**src/rtl/regbank_pkg.sv**
```systemverilog
package regbank_pkg;
  localparam logic [2:0] OP_READ = 3'd0;
  localparam logic [2:0] OP_REG  = 3'd1;
  localparam logic [2:0] OP_WB   = 3'd2;
  localparam logic [2:0] OP_FILL = 3'd3;
  localparam logic [2:0] OP_PRED = 3'd4;

  typedef enum logic [2:0] {
    K_DATA    = 3'd0,
    K_FWD     = 3'd1,
    K_REG_ACK = 3'd2,
    K_REVOKE  = 3'd3,
    K_WB_ACK  = 3'd4,
    K_NACK    = 3'd5,
    K_MISS    = 3'd6
  } rsp_kind_e;
endpackage

```
**src/rtl/regbank_store.sv**
```systemverilog
module regbank_store #(
  parameter int N_LINES = 8,
  parameter int N_WORDS = 4,
  parameter int DATA_W  = 32,
  localparam int LINE_W = $clog2(N_LINES),
  localparam int WORD_W = $clog2(N_WORDS)
) (
  input  logic              clk,
  input  logic              rst_n,
  input  logic [LINE_W-1:0] rd_line,
  input  logic [WORD_W-1:0] rd_word,
  output logic [DATA_W-1:0] rd_data,
  output logic              rd_reg,
  output logic              rd_valid,
  output logic              rd_dirty,
  input  logic              wr_en,
  input  logic [LINE_W-1:0] wr_line,
  input  logic [WORD_W-1:0] wr_word,
  input  logic [DATA_W-1:0] wr_data,
  input  logic              wr_reg,
  input  logic              set_valid,
  input  logic              set_dirty
);
  logic [N_WORDS-1:0][DATA_W-1:0] line_words [N_LINES];
  logic [N_WORDS-1:0]             line_regs  [N_LINES];
  logic [N_LINES-1:0]             line_valid;
  logic [N_LINES-1:0]             line_dirty;

  for (genvar l = 0; l < N_LINES; l++) begin : g_line
    logic [N_WORDS-1:0][DATA_W-1:0] words_q;
    logic [N_WORDS-1:0]             regs_q;
    logic                           valid_q;
    logic                           dirty_q;
    logic                           hit;

    assign hit = wr_en && (wr_line == LINE_W'(l));

    always_ff @(posedge clk or negedge rst_n) begin
      if (!rst_n) begin
        words_q <= '0;
        regs_q  <= '0;
        valid_q <= 1'b0;
        dirty_q <= 1'b0;
      end else begin
        if (hit) begin
          words_q[wr_word] <= wr_data;
          regs_q[wr_word]  <= wr_reg;
        end
        if (hit && set_valid) valid_q <= 1'b1;
        if (hit && set_dirty) dirty_q <= 1'b1;
      end
    end

    assign line_words[l] = words_q;
    assign line_regs[l]  = regs_q;
    assign line_valid[l] = valid_q;
    assign line_dirty[l] = dirty_q;
  end

  always_comb begin
    rd_data  = line_words[rd_line][rd_word];
    rd_reg   = line_regs[rd_line][rd_word];
    rd_valid = line_valid[rd_line];
    rd_dirty = line_dirty[rd_line];
  end
endmodule

```
**src/rtl/regbank_decide.sv**
```systemverilog
module regbank_decide
  import regbank_pkg::*;
#(
  parameter int ID_W   = 2,
  parameter int DATA_W = 32
) (
  input  logic              accept,
  input  logic [2:0]        op,
  input  logic [ID_W-1:0]   src,
  input  logic [ID_W-1:0]   pred,
  input  logic [DATA_W-1:0] in_data,
  input  logic [DATA_W-1:0] st_data,
  input  logic              st_reg,
  input  logic              st_valid,
  input  logic              st_dirty,
  output logic              wr_en,
  output logic [DATA_W-1:0] wr_data,
  output logic              wr_reg,
  output logic              set_valid,
  output logic              set_dirty,
  output logic              d_vld,
  output logic [2:0]        d_kind,
  output logic [ID_W-1:0]   d_dst,
  output logic [DATA_W-1:0] d_data,
  output logic              d_dirty,
  output logic              d_follow
);
  logic [ID_W-1:0] owner;
  assign owner = st_data[ID_W-1:0];

  always_comb begin
    wr_en     = 1'b0;
    wr_data   = in_data;
    wr_reg    = 1'b0;
    set_valid = 1'b0;
    set_dirty = 1'b0;
    d_vld     = 1'b0;
    d_kind    = K_DATA;
    d_dst     = src;
    d_data    = '0;
    d_dirty   = 1'b0;
    d_follow  = 1'b0;
    if (accept) begin
      case (op)
        OP_READ: begin
          d_vld = 1'b1;
          if (st_reg) begin
            d_kind = K_FWD;
            d_dst  = owner;
          end else if (!st_valid) begin
            d_kind = K_MISS;
          end else begin
            d_kind  = K_DATA;
            d_data  = st_data;
            d_dirty = st_dirty;
          end
        end
        OP_PRED: begin
          d_vld = 1'b1;
          if (st_reg && (owner == pred)) begin
            d_kind = K_FWD;
            d_dst  = owner;
          end else begin
            d_kind = K_NACK;
          end
        end
        OP_REG: begin
          d_vld   = 1'b1;
          wr_en   = 1'b1;
          wr_data = DATA_W'(src);
          wr_reg  = 1'b1;
          if (st_reg && (owner != src)) begin
            d_kind   = K_REVOKE;
            d_dst    = owner;
            d_follow = 1'b1;
          end else begin
            d_kind = K_REG_ACK;
            d_data = st_reg ? '0 : st_data;
          end
        end
        OP_WB: begin
          d_vld  = 1'b1;
          d_kind = K_WB_ACK;
          if (st_reg && (owner == src)) begin
            wr_en     = 1'b1;
            set_valid = 1'b1;
            set_dirty = 1'b1;
          end
        end
        OP_FILL: begin
          if (!st_reg) begin
            wr_en     = 1'b1;
            set_valid = 1'b1;
          end
        end
        default: ;
      endcase
    end
  end
endmodule

```
**src/rtl/regbank_out.sv**
```systemverilog
module regbank_out
  import regbank_pkg::*;
#(
  parameter int ID_W   = 2,
  parameter int LINE_W = 3,
  parameter int WORD_W = 2,
  parameter int DATA_W = 32
) (
  input  logic              clk,
  input  logic              rst_n,
  input  logic              d_vld,
  input  logic [2:0]        d_kind,
  input  logic [ID_W-1:0]   d_dst,
  input  logic [ID_W-1:0]   d_req,
  input  logic [LINE_W-1:0] d_line,
  input  logic [WORD_W-1:0] d_word,
  input  logic [DATA_W-1:0] d_data,
  input  logic              d_dirty,
  input  logic              d_follow,
  output logic              ready,
  output logic              rsp_valid,
  output logic [2:0]        rsp_kind,
  output logic [ID_W-1:0]   rsp_dst,
  output logic [ID_W-1:0]   rsp_req,
  output logic [LINE_W-1:0] rsp_line,
  output logic [WORD_W-1:0] rsp_word,
  output logic [DATA_W-1:0] rsp_data,
  output logic              rsp_dirty
);
  logic              pend_q, pend_n;
  logic [ID_W-1:0]   pid_q, pid_n;
  logic [LINE_W-1:0] pline_q, pline_n;
  logic [WORD_W-1:0] pword_q, pword_n;

  logic              n_vld;
  logic [2:0]        n_kind;
  logic [ID_W-1:0]   n_dst, n_req;
  logic [LINE_W-1:0] n_line;
  logic [WORD_W-1:0] n_word;
  logic [DATA_W-1:0] n_data;
  logic              n_dirty;

  assign ready = !pend_q;

  always_comb begin
    pend_n  = 1'b0;
    pid_n   = pid_q;
    pline_n = pline_q;
    pword_n = pword_q;
    if (pend_q) begin
      n_vld   = 1'b1;
      n_kind  = K_REG_ACK;
      n_dst   = pid_q;
      n_req   = pid_q;
      n_line  = pline_q;
      n_word  = pword_q;
      n_data  = '0;
      n_dirty = 1'b0;
    end else begin
      n_vld   = d_vld;
      n_kind  = d_kind;
      n_dst   = d_dst;
      n_req   = d_req;
      n_line  = d_line;
      n_word  = d_word;
      n_data  = d_data;
      n_dirty = d_dirty;
      if (d_follow) begin
        pend_n  = 1'b1;
        pid_n   = d_req;
        pline_n = d_line;
        pword_n = d_word;
      end
    end
  end

  always_ff @(posedge clk or negedge rst_n) begin
    if (!rst_n) begin
      pend_q  <= 1'b0;
      pid_q   <= '0;
      pline_q <= '0;
      pword_q <= '0;
    end else begin
      pend_q <= pend_n;
      if (pend_n) begin
        pid_q   <= pid_n;
        pline_q <= pline_n;
        pword_q <= pword_n;
      end
    end
  end

  always_ff @(posedge clk or negedge rst_n) begin
    if (!rst_n) begin
      rsp_valid <= 1'b0;
      rsp_kind  <= '0;
      rsp_dst   <= '0;
      rsp_req   <= '0;
      rsp_line  <= '0;
      rsp_word  <= '0;
      rsp_data  <= '0;
      rsp_dirty <= 1'b0;
    end else begin
      rsp_valid <= n_vld;
      if (n_vld) begin
        rsp_kind  <= n_kind;
        rsp_dst   <= n_dst;
        rsp_req   <= n_req;
        rsp_line  <= n_line;
        rsp_word  <= n_word;
        rsp_data  <= n_data;
        rsp_dirty <= n_dirty;
      end
    end
  end
endmodule

```
**src/rtl/regbank_ctrl.sv**
```systemverilog
module regbank_ctrl
  import regbank_pkg::*;
#(
  parameter int N_CORES = 4,
  parameter int N_LINES = 8,
  parameter int N_WORDS = 4,
  parameter int DATA_W  = 32,
  localparam int ID_W   = $clog2(N_CORES),
  localparam int LINE_W = $clog2(N_LINES),
  localparam int WORD_W = $clog2(N_WORDS)
) (
  input  logic              clk,
  input  logic              rst_n,
  input  logic              req_valid,
  output logic              req_ready,
  input  logic [2:0]        req_op,
  input  logic [ID_W-1:0]   req_src,
  input  logic [ID_W-1:0]   req_pred,
  input  logic [LINE_W-1:0] req_line,
  input  logic [WORD_W-1:0] req_word,
  input  logic [DATA_W-1:0] req_data,
  output logic              rsp_valid,
  output logic [2:0]        rsp_kind,
  output logic [ID_W-1:0]   rsp_dst,
  output logic [ID_W-1:0]   rsp_req,
  output logic [LINE_W-1:0] rsp_line,
  output logic [WORD_W-1:0] rsp_word,
  output logic [DATA_W-1:0] rsp_data,
  output logic              rsp_dirty
);
  logic [1:0] rst_sync_q;
  logic       rst_n_int;

  always_ff @(posedge clk or negedge rst_n) begin
    if (!rst_n) rst_sync_q <= 2'b00;
    else        rst_sync_q <= {rst_sync_q[0], 1'b1};
  end
  assign rst_n_int = rst_sync_q[1];

  logic              accept;
  logic [DATA_W-1:0] st_data;
  logic              st_reg, st_valid, st_dirty;
  logic              wr_en, wr_reg, set_valid, set_dirty;
  logic [DATA_W-1:0] wr_data;
  logic              d_vld, d_dirty, d_follow;
  logic [2:0]        d_kind;
  logic [ID_W-1:0]   d_dst;
  logic [DATA_W-1:0] d_data;

  assign accept = req_valid && req_ready && rst_n_int;

  regbank_store #(
    .N_LINES(N_LINES), .N_WORDS(N_WORDS), .DATA_W(DATA_W)
  ) u_store (
    .clk(clk), .rst_n(rst_n_int),
    .rd_line(req_line), .rd_word(req_word),
    .rd_data(st_data), .rd_reg(st_reg), .rd_valid(st_valid), .rd_dirty(st_dirty),
    .wr_en(wr_en), .wr_line(req_line), .wr_word(req_word), .wr_data(wr_data),
    .wr_reg(wr_reg), .set_valid(set_valid), .set_dirty(set_dirty)
  );

  regbank_decide #(.ID_W(ID_W), .DATA_W(DATA_W)) u_decide (
    .accept(accept), .op(req_op), .src(req_src), .pred(req_pred),
    .in_data(req_data), .st_data(st_data), .st_reg(st_reg),
    .st_valid(st_valid), .st_dirty(st_dirty),
    .wr_en(wr_en), .wr_data(wr_data), .wr_reg(wr_reg),
    .set_valid(set_valid), .set_dirty(set_dirty),
    .d_vld(d_vld), .d_kind(d_kind), .d_dst(d_dst), .d_data(d_data),
    .d_dirty(d_dirty), .d_follow(d_follow)
  );

  regbank_out #(
    .ID_W(ID_W), .LINE_W(LINE_W), .WORD_W(WORD_W), .DATA_W(DATA_W)
  ) u_out (
    .clk(clk), .rst_n(rst_n_int),
    .d_vld(d_vld), .d_kind(d_kind), .d_dst(d_dst), .d_req(req_src),
    .d_line(req_line), .d_word(req_word), .d_data(d_data),
    .d_dirty(d_dirty), .d_follow(d_follow),
    .ready(req_ready),
    .rsp_valid(rsp_valid), .rsp_kind(rsp_kind), .rsp_dst(rsp_dst),
    .rsp_req(rsp_req), .rsp_line(rsp_line), .rsp_word(rsp_word),
    .rsp_data(rsp_data), .rsp_dirty(rsp_dirty)
  );
endmodule

```
**config.mk**
```make
export PLATFORM = sky130hd
export DESIGN_NAME = regbank_ctrl
export DESIGN_NICKNAME = d
export VERILOG_FILES = /design/src/rtl/regbank_pkg.sv /design/src/rtl/regbank_store.sv /design/src/rtl/regbank_decide.sv /design/src/rtl/regbank_out.sv /design/src/rtl/regbank_ctrl.sv
export SDC_FILE = /design/constraint.sdc
export NUM_CORES = 2
export LEC_CHECK = 0
export BUFFER_PORTS_ARGS = -buffer_cell sky130_fd_sc_hd__buf_2
export CAP_MARGIN = 20
export CORE_MARGIN = 4
export CORE_UTILIZATION = 45
export CTS_CLUSTER_DIAMETER = 60
export DETAILED_ROUTE_END_ITERATION = 12
export PLACE_DENSITY = 0.57
export SETUP_SLACK_MARGIN = 0.4
export SLEW_MARGIN = 20
export SYNTH_ARGS = -nofsm -noshare
export SYNTH_HDL_FRONTEND = slang
export SYNTH_SLANG_ARGS = --single-unit
```
**constraint.sdc**
```tcl
create_clock -name clk -period 46.9 [get_ports clk]
set_input_delay 7.035 -clock clk [delete_from_list [all_inputs] [get_ports clk]]
set_output_delay 7.035 -clock clk [all_outputs]
set_load 0.005 [all_outputs]
```
# --- Word level (Yosys, flattened, before mapping) ---
# Index checks and enable logic that the tools add are counted.
# Widths: inputs -> output; s select.
totals:
  regBits: 1128
  inputBits: 47
  out_inout_bits: 47
  wordCells: 206
op_classes:
  magnitude_cmp: 4
  eq_ne: 14
  n_mux: 82
  bitwise: 2
  n_reduce_logical: 35
ops:
  columns: ["op", "count"]
  rows:
  - ["$bwmux 128", 8]
  - ["$bmux 128 s3", 1]
  - ["$mux 32", 10]
  - ["$mux 128", 2]
  - ["$bmux 32 s2", 1]
  - ["$demux 32 s2", 1]
  - ["$pmux 32 s2", 1]
  - ["$bwmux 4", 8]
  - ["$logic_and 1x1->1", 30]
  - ["$mux 1", 26]
  - ["$mux 3", 6]
  - ["$eq 3x3->1 const B", 5]
  - ["$mux 2", 7]
  - ["$bmux 4 s3", 1]
  - ["$eq 3x2->1 const B", 4]
  - ["$pmux 3 s4", 1]
  - ["$mux 4", 2]
  - ["$bmux 1 s3", 2]
  - ["$eq 3x1->1 const B", 2]
  - ["$logic_not 3->1", 2]
  - ["$pmux 2 s3", 1]
  - ["$eq 2x2->1", 2]
  - ["$ge 4x4->1 const B", 1]
  - ["$lt 3x4->1 const B", 1]
  - ["12 further kinds", 12]

# --- Longest topological paths before layout ---
depth:
  depth_word: 14
  depth_mapped: 14
  ltp_nobuf: 8

# --- Cells and area by module ---
# From an unflattened synthesis, not the netlist that was laid out.
hier_totals:
  cells_unflattened: 3914
  hier_area_um2: 52659.3
modules_own_cells:
  columns: ["mod", "n_inst", "cells_per_inst", "area_per_inst_um2", "seq_area_each_um2"]
  rows:
  - ["regbank_store", 1, 3612, 49560.0, 26825.7]
  - ["regbank_out", 1, 173, 2238.4, 1351.3]
  - ["regbank_decide", 1, 125, 800.8, 0.0]
  - ["regbank_ctrl", 1, 4, 60.1, 50.0]

# --- Worst setup path after synthesis ---
# No wires, ideal clock.
synth_path:
  path_type: "register to register"
  startpoint: "register rst_sync_q[1]"
  endpoint: "register u_store.g_line[2].words_q[40] (netlist bit)"
  setup_ns: 0.128
  arrival_ns: 32.515
  required_ns: 46.772
  setup_slack_ns: 14.257
  stages_incl_launch_ff: 7
  n_path_buf: 2
  period_less_slack_ns: 32.643
  path_cell_list: "dfrtp_1 -> nand3_1 -> nor4b_1 -> clkbuf_1 -> nor2b_1 -> clkbuf_1 -> mux2_1"
synth_between:
  elab_chain_cells: 3
  elab_cells_between_ends: 5
  classes_between: "mux (3); reduce/logical (2)"
synth_rtl:
  columns: ["element", "line", "rtl"]
  rows:
  - ["start: declaration", "regbank_ctrl.sv:31", "logic [1:0] rst_sync_q;"]
  - ["start signal: assignment", "regbank_ctrl.sv:36", "else rst_sync_q <= {rst_sync_q[0], 1'b1};"]
  - ["$logic_and 1x1->1 *", "regbank_ctrl.sv:50", "assign accept = req_valid && req_ready && rst_n_int;"]
  - ["$mux 32 or $mux 1 (tied branches)", "regbank_decide.sv:43", "if (accept) begin"]
  - ["$bwmux 128 or $logic_and 1x1->1 (tied branches)", "regbank_store.sv:46, regbank_store.sv:36", null]
  - ["end signal: indexed assignment", "regbank_store.sv:46", "words_q[wr_word] <= wr_data;"]
  - ["end: declaration", "regbank_store.sv:30", "logic [N_WORDS-1:0][DATA_W-1:0] words_q;"]
# Every way passes the cells marked *; elsewhere a longest branch is shown, timed or not.
# A chain may end at the register's enable or synchronous reset.

# --- Worst setup path after layout ---
layout_path:
  startpoint: "input req_line[0]"
  endpoint: "register u_store.g_line[5].words_q[107] (netlist bit)"
layout_between:
  elab_chain_cells: 12
  elab_cells_between_ends: 19
  classes_between: "eq/ne (2); mux (14); bitwise (1); reduce/logical (2)"
layout_rtl:
  columns: ["element", "line", "rtl"]
  rows:
  - ["start: declaration", "regbank_ctrl.sv:19", "input logic [LINE_W-1:0] req_line,"]
  - ["$not 3->4 (not written as such)", "regbank_store.sv:61, regbank_store.sv:62", null]
  - ["$bmux 128 s3", "regbank_store.sv:61", "rd_data = line_words[rd_line][rd_word];"]
  - ["$mux 128 (not written as such) (2 in series)", "regbank_store.sv:61", null]
  - ["$bmux 32 s2", "regbank_store.sv:61", null]
  - ["$mux 32 (not written as such)", "regbank_store.sv:61", null]
  - ["$eq 2x2->1", "regbank_decide.sv:84", "if (st_reg && (owner == src)) begin"]
  - ["$logic_and 1x1->1", "regbank_decide.sv:84", null]
  - ["$mux 1", "regbank_decide.sv:84", null]
  - ["$pmux 1 s3", "regbank_decide.sv:44", "case (op)"]
  - ["$mux 1", "regbank_decide.sv:43", null]
  - ["$logic_and 1x1->1 *", "regbank_store.sv:36", "assign hit = wr_en && (wr_line == LINE_W'(l));"]
  - ["end signal: indexed assignment", "regbank_store.sv:46", null]
  - ["end: declaration", "regbank_store.sv:30", null]
# Every way passes the cells marked *; elsewhere a longest branch is shown, timed or not. The select of a mux whose other input is x is not followed.

==> reports/results.ini <==
[timing]
fin_tns_setup_ps=0
drv_slew=0
post-route-period-util=0.262
hold_viol_final=0
rsz0062_at_grt=false
fmax_mhz=81.3
final.setup.worst_slack_ps=34600
setup_viol=0
slew_headroom=0.231
fin_crit_ps=12300
hold_ws_ps=329
tightest_slew_ps=1150
clock_skew_ps=24.8

[routing]
drc=0
vias_per_cell=6.03
drtIter0Drc=2094
routed_wl_um=142000
dr_total_vias=29200
wl_per_cell_um=29.3
drt_first_pass_iters=7
ant_nets=0

[cts]
clockRootBuffer=clkbuf_16
clkSinkCount=1128
cts_tree=yes
hold_buffers=0
clk_path_buf_depth=3
cts_resized=0
clk_latency_ps=740
htree_levels=4
postCtsSetupBuffers=0
clkTransAtPathRegs_ps=60
cts-buffers-inserted=133

[grt]
grt_max_degree=170
first_global_vias=31700
gr-total-overflow=0
antenna_found_initial=0
grt.total_usage=0.238
grt_pass1_wl_um=214000

[power_and_ir_drop]
ir_drop_mv=0.0347
p_seq_frac=0.468
p_comb_frac=0.072
p_leak_nw=27.7
p_per_area_nw_per_um2=38.6
intPower_mw=1.70
power.share.clock=0.460
p_sw_frac=0.236
power_switching_uw=525

[critical_path]
path_buf_inv=4
path_cells=buf_8 -> buf_4 -> nor2b_1 -> a22oi_1 -> and4b_1 -> a21oi_1 -> and2_1 -> nand4_2 -> buf_4 -> a211oi_4 -> buf_4 -> mux2_2
path_class=in -> reg
slowest_stage=a211oi_4
cp.arrival_ps=12920
cp-end-kind=flop
path_max_fanout=59
crit_family=buffers and inverters
startpoint_type=input pin
crit_top_cell=buf_4
critPathMaxStageDelay_ps=1000
cp.required_ps=47520

[die]
die_x_um=347
initial_core_util=0.456
die_y_um=347
core_area_um2=113000
std_cell_rows=123
dieArea_um2=120000
io_pins=94

[placement]
dp.cells=4602
gp_congestion=0.797
hpwl_um=79200
numPortBuffers=93
dp_slack_ps=33800

[min_path]
hp-class=reg -> async

[yosys]
yosysTopAreaCell=dfrtp_1
yosys-top-cells-area=dfrtp_1 55%, mux2_2 20%, mux4_2 14%
synth_edf_count=0
async_flop_share=1.00
yosysTopAreaCellShare=0.547
ys.flop_type=dfrtp_1
yosysSeqAreaShare=0.547
syn_area_um2=51600
yosys_warnings=0
synth.distinct_cells=67
syn_nets=3282
postSynthCellCount=3235
avgSynthCellArea_um2=16.0
synth_seq_cells=1128

[final_layout]
fillers=9320
nets=3284
regArea_um2=28200
antenna_cells=0
syn_to_final_growth_pct=11.8
multiInputGateArea_um2=22000
post_layout_nonfiller_instances=4840
drive_above_1_share=0.499

[flow_run]
cap_violations=0

[status]
outcome=finished clean

final cells by class:
cell class	count	area share
inverter	22	0.00143
clock inverter	39	0.00659
clock buffer	199	0.0692
sequential	1128	0.489
timing repair buffer	177	0.0201
tap	1500	0.0325
multi-input combinational	1775	0.381
sequential cells by signal, summed over array words and instances, names as in the netlist:
register                flops
rst_sync_q                  2
u_out.pend_q                1
u_out.pid_q                 2
u_out.pline_q               3
u_out.pword_q               2
u_out.rsp_data             32
u_out.rsp_dirty             1
u_out.rsp_dst               2
u_out.rsp_kind              3
u_out.rsp_line              3
u_out.rsp_req               2
u_out.rsp_valid             1
u_out.rsp_word              2
u_store.g_line.dirty_q      8
u_store.g_line.regs_q      32
u_store.g_line.valid_q      8
u_store.g_line.words_q   1024
synthesized netlist by cell type (3+ instances only):
cell       count
a22o_1        32
inv_1         21
o211ai_4       8
and2_1         4
nand3_1       14
a22oi_1       19
a21o_1         8
o21ai_0       41
dfrtp_1     1128
a21oi_1        9
clkbuf_1     173
buf_6         15
buf_4         80
nor2b_1       44
mux4_2       310
mux2i_1       63
o2bb2ai_1     12
and3_1         4
mux2_2       899
o31ai_1        3
or3_1          4
o22ai_1       17
buf_1         18
mux2_1       107
a21oi_2        4
o21bai_1      11
nor2_1        17
a211oi_4      11
nand2_1       82
buf_2         24
nand2b_1       7
per-stage QoR:
step                      utilization  cell area, µm²  power [mW]
after global routing            0.510           57700        2.31
after detailed placement        0.470           53200        1.22
final                           0.510           57700        2.23
after floorplan                     -           51600        1.17
after global placement          0.470           53200        1.21
after CTS                       0.509           57600        2.26
worst reg2reg max path, delay by kind of cell (launching register included):
kind            cells  cell delay (ps)
flops               1              390
simple gates        3              560
buf+inv             2              960
compound gates      3             1930
mux                 2              720
power groups by stage:
stage | sequential [mW] | clock (mW) | combinational [mW]
floorplan | 1.07 | 0 | 0.107
global placement | 1.06 | 0 | 0.158
detailed placement | 1.06 | 0 | 0.163
CTS | 1.04 | 1.05 | 0.163
global route | 1.05 | 1.09 | 0.177
finish | 1.04 | 1.03 | 0.161
cells by family after synthesis:
group / share of synthesized area
other: 0.0000727
DFF: 0.547
xor gates and xnor gates: 0.000509
buffers and inverters: 0.0327
AOI/OAI and AO/OA: 0.0336
muxes: 0.367
and+or+nand+nor: 0.0193
routing by layer:
metal | part of all wire | wire (µm) | vias to the layer above | GRT usage
li1 | - | - | 12000 | -
met1 | 0.44 | 63000 | 16200 | 0.339
met2 | 0.48 | 67800 | 800 | 0.378
met3 | 0.055 | 7830 | 201 | 0.0478
met4 | 0.024 | 3390 | 0 | 0.0654
met5 | 0 | 0 | - | 0.00235
cell usage in the layout, fill, tap and decap left out, drive strengths merged, types with 17 or more instances in the layout:
cell	n
a22o	32
a22oi	19
buf	177
clkbuf	199
clkinv	20
dfrtp	1128
inv	30
mux2	1006
mux2i	63
mux4	310
nand2	83
nor2	20
nor2b	44
o21ai	44
o22ai	17
final timing paths:
| check | start | endpoint | slack [ps] | depth (start not counted) |
|---|---|---|---|---|
| min in group clk | rst_sync_q[0]$_DFF_PN0_ | rst_sync_q[1]$_DFF_PN0_ | 350 | 0 |
| max in group asynchronous | rst_n | rst_sync_q[1]$_DFF_PN0_ | 40710 | 1 |
| min reg2reg | rst_sync_q[1]$_DFF_PN0_ | u_store.g_line[2].words_q[7]$_DFFE_PN0P_ | 330 | 0 |
| max | req_line[0] | u_store.g_line[5].words_q[107]$_DFFE_PN0P_ | 34600 | 12 |
| max reg2reg | u_store.g_line[5].regs_q[1]$_DFFE_PN0P_ | u_store.g_line[5].words_q[107]$_DFFE_PN0P_ | 42210 | 10 |
| min | rst_sync_q[1]$_DFF_PN0_ | u_store.g_line[2].words_q[7]$_DFFE_PN0P_ | 330 | 0 |
Note: power is estimated with default switching activity, not from simulation.
